--- config.mk ---
export PLATFORM = sky130hd
export DESIGN_NAME = bus_write_qualifier
export DESIGN_NICKNAME = d
export VERILOG_FILES = /design/src/rtl/wrq_pkg.sv /design/src/rtl/wrq_sync.sv /design/src/rtl/wrq_deglitch.sv /design/src/rtl/wrq_delay.sv /design/src/rtl/bus_write_qualifier.sv
export SDC_FILE = /design/constraint.sdc
export NUM_CORES = 1
export LEC_CHECK = 0
export BUFFER_PORTS_ARGS = -buffer_cell sky130_fd_sc_hd__buf_2
export CAP_MARGIN = 20
export CORE_ASPECT_RATIO = 1.4
export CORE_MARGIN = 3
export CORE_UTILIZATION = 60
export CTS_CLUSTER_DIAMETER = 150
export DETAILED_ROUTE_END_ITERATION = 7
export GPL_TIMING_DRIVEN = 1
export PLACE_DENSITY = 0.81
export SETUP_SLACK_MARGIN = 0.05
export SLEW_MARGIN = 20
export SYNTH_ARGS = -nofsm -noshare
export SYNTH_HDL_FRONTEND = slang
export SYNTH_SLANG_ARGS = --single-unit
--- constraint.sdc ---
create_clock -name clk -period 5.5 [get_ports clk]
set_clock_uncertainty 0.15 [all_clocks]
set_input_delay 0.55 -clock clk [delete_from_list [all_inputs] [get_ports clk]]
set_output_delay 0.55 -clock clk [all_outputs]
set_load 0.05 [all_outputs]
--- src/rtl/wrq_pkg.sv ---
package wrq_pkg;
    localparam int unsigned STB_SEL  = 0;
    localparam int unsigned STB_WSTB = 1;
    localparam int unsigned STB_OEN  = 2;
    localparam int unsigned STB_LOCK = 3;
    localparam int unsigned N_FILT   = 3;
    localparam int unsigned N_SYNC   = 4;
    // idle levels: strobes high, lockout low
    localparam logic [N_SYNC-1:0] SYNC_IDLE = 4'b0111;
endpackage

--- src/rtl/wrq_sync.sv ---
module wrq_sync #(
    parameter int unsigned W = 4,
    parameter logic [W-1:0] IDLE = '0
) (
    input  logic         clk,
    input  logic         rst_n,
    input  logic [W-1:0] async_in,
    output logic [W-1:0] sync_out
);
    typedef struct packed {
        logic [W-1:0] m1;
        logic [W-1:0] m2;
    } st_t;

    st_t st_d, st_q;

    always_comb begin
        st_d    = st_q;
        st_d.m1 = async_in;
        st_d.m2 = st_q.m1;
    end

    always_ff @(posedge clk or negedge rst_n) begin
        if (!rst_n) begin
            st_q <= '{m1: IDLE, m2: IDLE};
        end else begin
            st_q <= st_d;
        end
    end

    assign sync_out = st_q.m2;
endmodule

--- src/rtl/wrq_deglitch.sv ---
module wrq_deglitch #(
    parameter int unsigned HOLD = 3,
    parameter logic IDLE = 1'b1
) (
    input  logic clk,
    input  logic rst_n,
    input  logic level_in,
    output logic level_out
);
    localparam int unsigned CW = (HOLD > 1) ? $clog2(HOLD) : 1;
    localparam logic [CW-1:0] LAST = CW'(HOLD - 1);

    typedef struct packed {
        logic          lvl;
        logic [CW-1:0] run;
    } st_t;

    st_t st_d, st_q;

    always_comb begin
        st_d = st_q;
        if (level_in != st_q.lvl) begin
            if (st_q.run == LAST) begin
                st_d.lvl = level_in;
                st_d.run = '0;
            end else begin
                st_d.run = st_q.run + 1'b1;
            end
        end else begin
            st_d.run = '0;
        end
    end

    always_ff @(posedge clk or negedge rst_n) begin
        if (!rst_n) begin
            st_q <= '{lvl: IDLE, run: '0};
        end else begin
            st_q <= st_d;
        end
    end

    assign level_out = st_q.lvl;
endmodule

--- src/rtl/wrq_delay.sv ---
module wrq_delay #(
    parameter int unsigned W     = 8,
    parameter int unsigned DEPTH = 5
) (
    input  logic         clk,
    input  logic         rst_n,
    input  logic [W-1:0] din,
    output logic [W-1:0] dout
);
    logic [W-1:0] stage_d [DEPTH];
    logic [W-1:0] stage_q [DEPTH];

    for (genvar g = 0; g < DEPTH; g++) begin : g_stage
        if (g == 0) begin : g_head
            always_comb stage_d[g] = din;
        end else begin : g_body
            always_comb stage_d[g] = stage_q[g-1];
        end

        always_ff @(posedge clk or negedge rst_n) begin
            if (!rst_n) begin
                stage_q[g] <= '0;
            end else begin
                stage_q[g] <= stage_d[g];
            end
        end
    end

    assign dout = stage_q[DEPTH-1];
endmodule

--- src/rtl/bus_write_qualifier.sv ---
module bus_write_qualifier
    import wrq_pkg::*;
#(
    parameter int unsigned AW         = 15,
    parameter int unsigned DW         = 8,
    parameter int unsigned GLITCH_CYC = 3
) (
    input  logic          clk,
    input  logic          rst_n,
    input  logic          sel_n,
    input  logic          wstb_n,
    input  logic          oen_n,
    input  logic          lockout,
    input  logic [AW-1:0] addr_in,
    input  logic [DW-1:0] data_in,
    output logic          wr_valid,
    output logic [AW-1:0] wr_addr,
    output logic [DW-1:0] wr_data,
    output logic          rd_en,
    output logic          rst_to_read
);
    // bus delay equals synchronizer plus debounce latency
    localparam int unsigned PIPE_D = GLITCH_CYC + 2;
    localparam int unsigned SETTLE = GLITCH_CYC + 3;
    localparam int unsigned SW     = $clog2(SETTLE + 1);
    localparam logic [SW-1:0] SETTLE_V = SW'(SETTLE);

    typedef struct packed {
        logic [SW-1:0] settle;
        logic          armed;
        logic          win_prev;
        logic          in_win;
        logic [AW-1:0] addr_lat;
        logic          wv;
        logic [AW-1:0] wa;
        logic [DW-1:0] wd;
    } st_t;

    st_t st_d, st_q;

    logic [N_SYNC-1:0] raw_vec;
    logic [N_SYNC-1:0] syn_vec;
    logic [N_FILT-1:0] flt_vec;
    logic [AW-1:0]     addr_dly;
    logic [DW-1:0]     data_dly;
    logic              win_now;
    logic              lock_s;
    logic              settled;
    logic              open_ev;
    logic              close_ev;

    assign raw_vec = {lockout, oen_n, wstb_n, sel_n};

    wrq_sync #(.W(N_SYNC), .IDLE(SYNC_IDLE)) u_sync (
        .clk      (clk),
        .rst_n    (rst_n),
        .async_in (raw_vec),
        .sync_out (syn_vec)
    );

    for (genvar s = 0; s < N_FILT; s++) begin : g_filt
        wrq_deglitch #(.HOLD(GLITCH_CYC), .IDLE(1'b1)) u_dg (
            .clk       (clk),
            .rst_n     (rst_n),
            .level_in  (syn_vec[s]),
            .level_out (flt_vec[s])
        );
    end

    wrq_delay #(.W(AW), .DEPTH(PIPE_D)) u_adly (
        .clk (clk), .rst_n (rst_n), .din (addr_in), .dout (addr_dly)
    );

    wrq_delay #(.W(DW), .DEPTH(PIPE_D)) u_ddly (
        .clk (clk), .rst_n (rst_n), .din (data_in), .dout (data_dly)
    );

    assign win_now  = !flt_vec[STB_SEL] && !flt_vec[STB_WSTB] && flt_vec[STB_OEN];
    assign lock_s   = syn_vec[STB_LOCK];
    assign settled  = (st_q.settle == SETTLE_V);
    assign open_ev  = win_now && !st_q.win_prev && st_q.armed && !lock_s;
    assign close_ev = st_q.in_win && !win_now && !lock_s;

    always_comb begin
        st_d          = st_q;
        st_d.wv       = 1'b0;
        st_d.win_prev = win_now;

        if (!settled) begin
            st_d.settle = st_q.settle + 1'b1;
        end

        if (lock_s) begin
            st_d.armed = 1'b0;
        end else if (settled && !win_now) begin
            st_d.armed = 1'b1;
        end

        if (open_ev) begin
            st_d.addr_lat = addr_dly;
            st_d.in_win   = 1'b1;
        end

        if (close_ev) begin
            st_d.in_win = 1'b0;
            // output enable still high: window ended by a rising strobe
            if (flt_vec[STB_OEN]) begin
                st_d.wv = 1'b1;
                st_d.wa = st_q.addr_lat;
                st_d.wd = data_dly;
            end
        end

        if (lock_s) begin
            st_d.in_win = 1'b0;
        end
    end

    always_ff @(posedge clk or negedge rst_n) begin
        if (!rst_n) begin
            st_q <= '0;
        end else begin
            st_q <= st_d;
        end
    end

    assign wr_valid    = st_q.wv;
    assign wr_addr     = st_q.wa;
    assign wr_data     = st_q.wd;
    assign rd_en       = !flt_vec[STB_SEL] && !flt_vec[STB_OEN];
    assign rst_to_read = lock_s;
endmodule

==> qor.txt <==
RR Endpoint - wr_data[7]
Die area - 0.01022 mm^2
Cts bufs inserted - 17
TritonRoute pass-1 iters - 3
R2r setup slk - 3500 ps
Num ports - 55
Max Slew Vio Count - 0
Syn Area/Cell - 19.42 um^2
DR vias - 2,180
Worst-skew pair later-pin latency - 410 ps
Overall Global Routing Usage - 16.76%
Crit-path leading delay family - flip-flops
Critical Path Start Type - flop
Reg-to-reg startpoint - g_filt[1].u_dg.level_out
PD cells - 554.6 mW/mm^2
Placer Congestion - 0.7366
Slew headroom - 41.81%
Top post-synthesis cells by area - dfrtp_1 (78%), mux2_4 (5.3%), mux2_2 (4.6%)
Vias in the first global route - 2,367
Syn Inst Count - 279
Delay of the slowest critical-path stage - 580 ps
Status - complete, no violations
Critical path cell sequence - nor2_2 -> nor4bb_4 -> buf_4 -> mux2_2
Area grow syn2layout - 15.95%
DR WL met2 - 3752 um
Top Metal Used - met4
Starting density of the core - 62.23%
RSZ-0062 raised after global routing - false
Hold_sp - oen_n
Wire length per cell after detailed routing - 16.50 um
Required time worst endpoint - 5640 ps
WP buf/inv - 1
Seq pwr share - 46.8%
Clock Power Share - 36.9%
Maximum vdd drop - 0.4628 mV
First-pass GRT wire length - 12,450 um
Layout cells sized above 1 - 41.76%
DRC viols - 0
H-tree depth - 4
Comb power frac - 16.4%
Critical path fanouts, max - 24
# resized after CTS - 0
Met3 wire len - 432 um
Cell area after synthesis - 0.005419 mm^2
CORE AREA - 0.008708 mm^2
Largest net degree at the start of global routing - 108
Row count - 40
Root buffer cell - clkbuf_16
Hold crit path type - input port to flop
Post-CTS setup buffer count - 0
Synth Register Bits - 177
Post-DRT Antenna Nets - 0
Worst r2r path cells - 4
Clk sinks - 177
Worst slew pin tran - 872.9 ps
Die span in y - 118.4 um
Leakage - 3.008 nW
Slowest CP cell - dfstp_2
CP endpoint kind - flop
Initial antenna violation count - 0
Critical path type - flop to flop
Internal - 2.540 mW
Max-cap viol count - 0
Chip width - 86.32 um
Sequential area share after synthesis - 81.94%
IO buf count - 54
CTS tree - yes
Antenna cells - 0
Fraction of the cycle the final worst path needs - 36.35%
Vias per cell - 4.899
Placed wire-length estimate - 4028 um
Maximum root-to-sink buffer count - 2
Net Count, Synth - 310
Drt total wl - 7342 um
Total negative slack - 0 ps
Final Hold Viols - 0
Hold Path Cell Cnt - 1
Post-synth top area cell - dfrtp_1
Synthesis Warnings - 0
GR Overflow Total - 0
WL met1 - 3013 um
Yosys top cell area share - 77.58%
Sw frac - 27.11%
Worst EP arrival - 2140 ps
Hold endpoint - u_sync.st_d[2]
Min cycle time layout - 1999 ps
Fmax - 500.3 MHz
Setup Viol. Count Final - 0
Count of cell types in the netlist - 22
Dpl ws - 3210 ps
Cts hold-fix bufs - 0
CTS clk-pin slew, worst paths - 60 ps
Post-route setup slack - 3501 ps
P_sw - 944.8 uW
Nets - 358
Initial DRC count - 63
-- routing by layer --
layer  up-vias  track usage [%]
li1        981                -
met1      1123            22.21
met2        59            24.90
met3        17            6.067
met4         0            7.700
met5         -                0
-- how the worst max path moves through the flow --
stage / start / to / slack [ps] / cells past startpoint
after global placement: rst_n / g_filt[0].u_dg.st_q[0] / 3300 / 2
after floorplan: u_sync.sync_out[3] / wr_addr[0] / 3700 / 4
after detailed placement: rst_n / u_sync.sync_out[3] / 3210 / 2
after global routing: g_filt[2].u_dg.level_out / rd_en / 3450 / 2
final: g_filt[1].u_dg.level_out / wr_data[7] / 3500 / 4
after CTS: g_filt[2].u_dg.level_out / rd_en / 3490 / 2
-- per-stage QoR --
stage               hold slack, ps  instances  cell area (um^2)  util (%)  power [mW]
finish                       80.59        445              6284     72.16       3.485
global route                 54.03        445              6284     72.16       3.632
CTS                          62.54        445              6284     72.16       3.526
detailed placement           184.7        413              5632     64.67       2.215
global placement             181.5        413              5632     64.67       2.177
floorplan                    104.4        279              5419         -       2.133
-- cell usage in the layout (no fill, tap or decap), drive strengths merged --
cell and n:
clkbuf 18, a31oi 1, inv 2, a21oi 1, bufinv 5, xnor2 4, nor2b 3, clkinv 5
clkinvlp 4, mux2 41, buf 56, nand4b 1, nor3 4, dfstp 9, nor2 8, nor3b 3
nand2b 1, nand2 2, dfrtp 168, or3b 1, nor4bb 1, ha 2
-- cell usage after synthesis (all sizes together) --
library cell and n:
nand4b 1, nor2 8, xnor2 4, dfstp 9, nand2b 1, a31oi 1
ha 2, nand2 2, or3b 1, dfrtp 168, mux2 41, inv 2
nor3b 3, nor4bb 1, nor2b 3, nor3 4, a21oi 1, buf 27
-- cells by family after synthesis --
family                     count (synthesis)  share of synthesized area (%)
DFF                                      177                          81.94
buffers and inverters                     29                          4.295
AOI/OAI and AO/OA                          2                         0.2078
muxes                                     41                          9.836
adders and majority gates                  2                         0.4617
and+or+nand+nor                           24                          2.609
xor gates and xnor gates                   4                         0.6464
-- power groups by stage --
stage / logic [mW] / registers, mW / clock network, mW
detailed placement: 0.569 / 1.65 / 0
floorplan: 0.527 / 1.61 / 0
global placement: 0.549 / 1.63 / 0
finish: 0.570 / 1.63 / 1.28
global route: 0.610 / 1.65 / 1.37
CTS: 0.579 / 1.63 / 1.31
-- layout make-up --
cell class / instances / area (um^2)
multi-input combinational: 73 / 760.7
inverter: 2 / 7.507
sequential: 177 / 4441
timing repair buffer: 56 / 291.5
clock inverter: 14 / 212.7
clock buffer: 18 / 439.2
fill: 538 / 2425
tap: 105 / 131.4
-- registers in the layout, summed over array words and instances, names as in the netlist --
name and count:
u_ddly.stage_d 32, g_filt.u_dg.st_q 6, u_sync.st_d 4, u_sync.sync_out 4, st_q 21, wr_data 8, u_ddly.dout 8, wr_valid 1
g_filt.u_dg.level_out 3, u_adly.stage_d 60, u_adly.dout 15, wr_addr 15
Power figures use the tool's default switching activity.
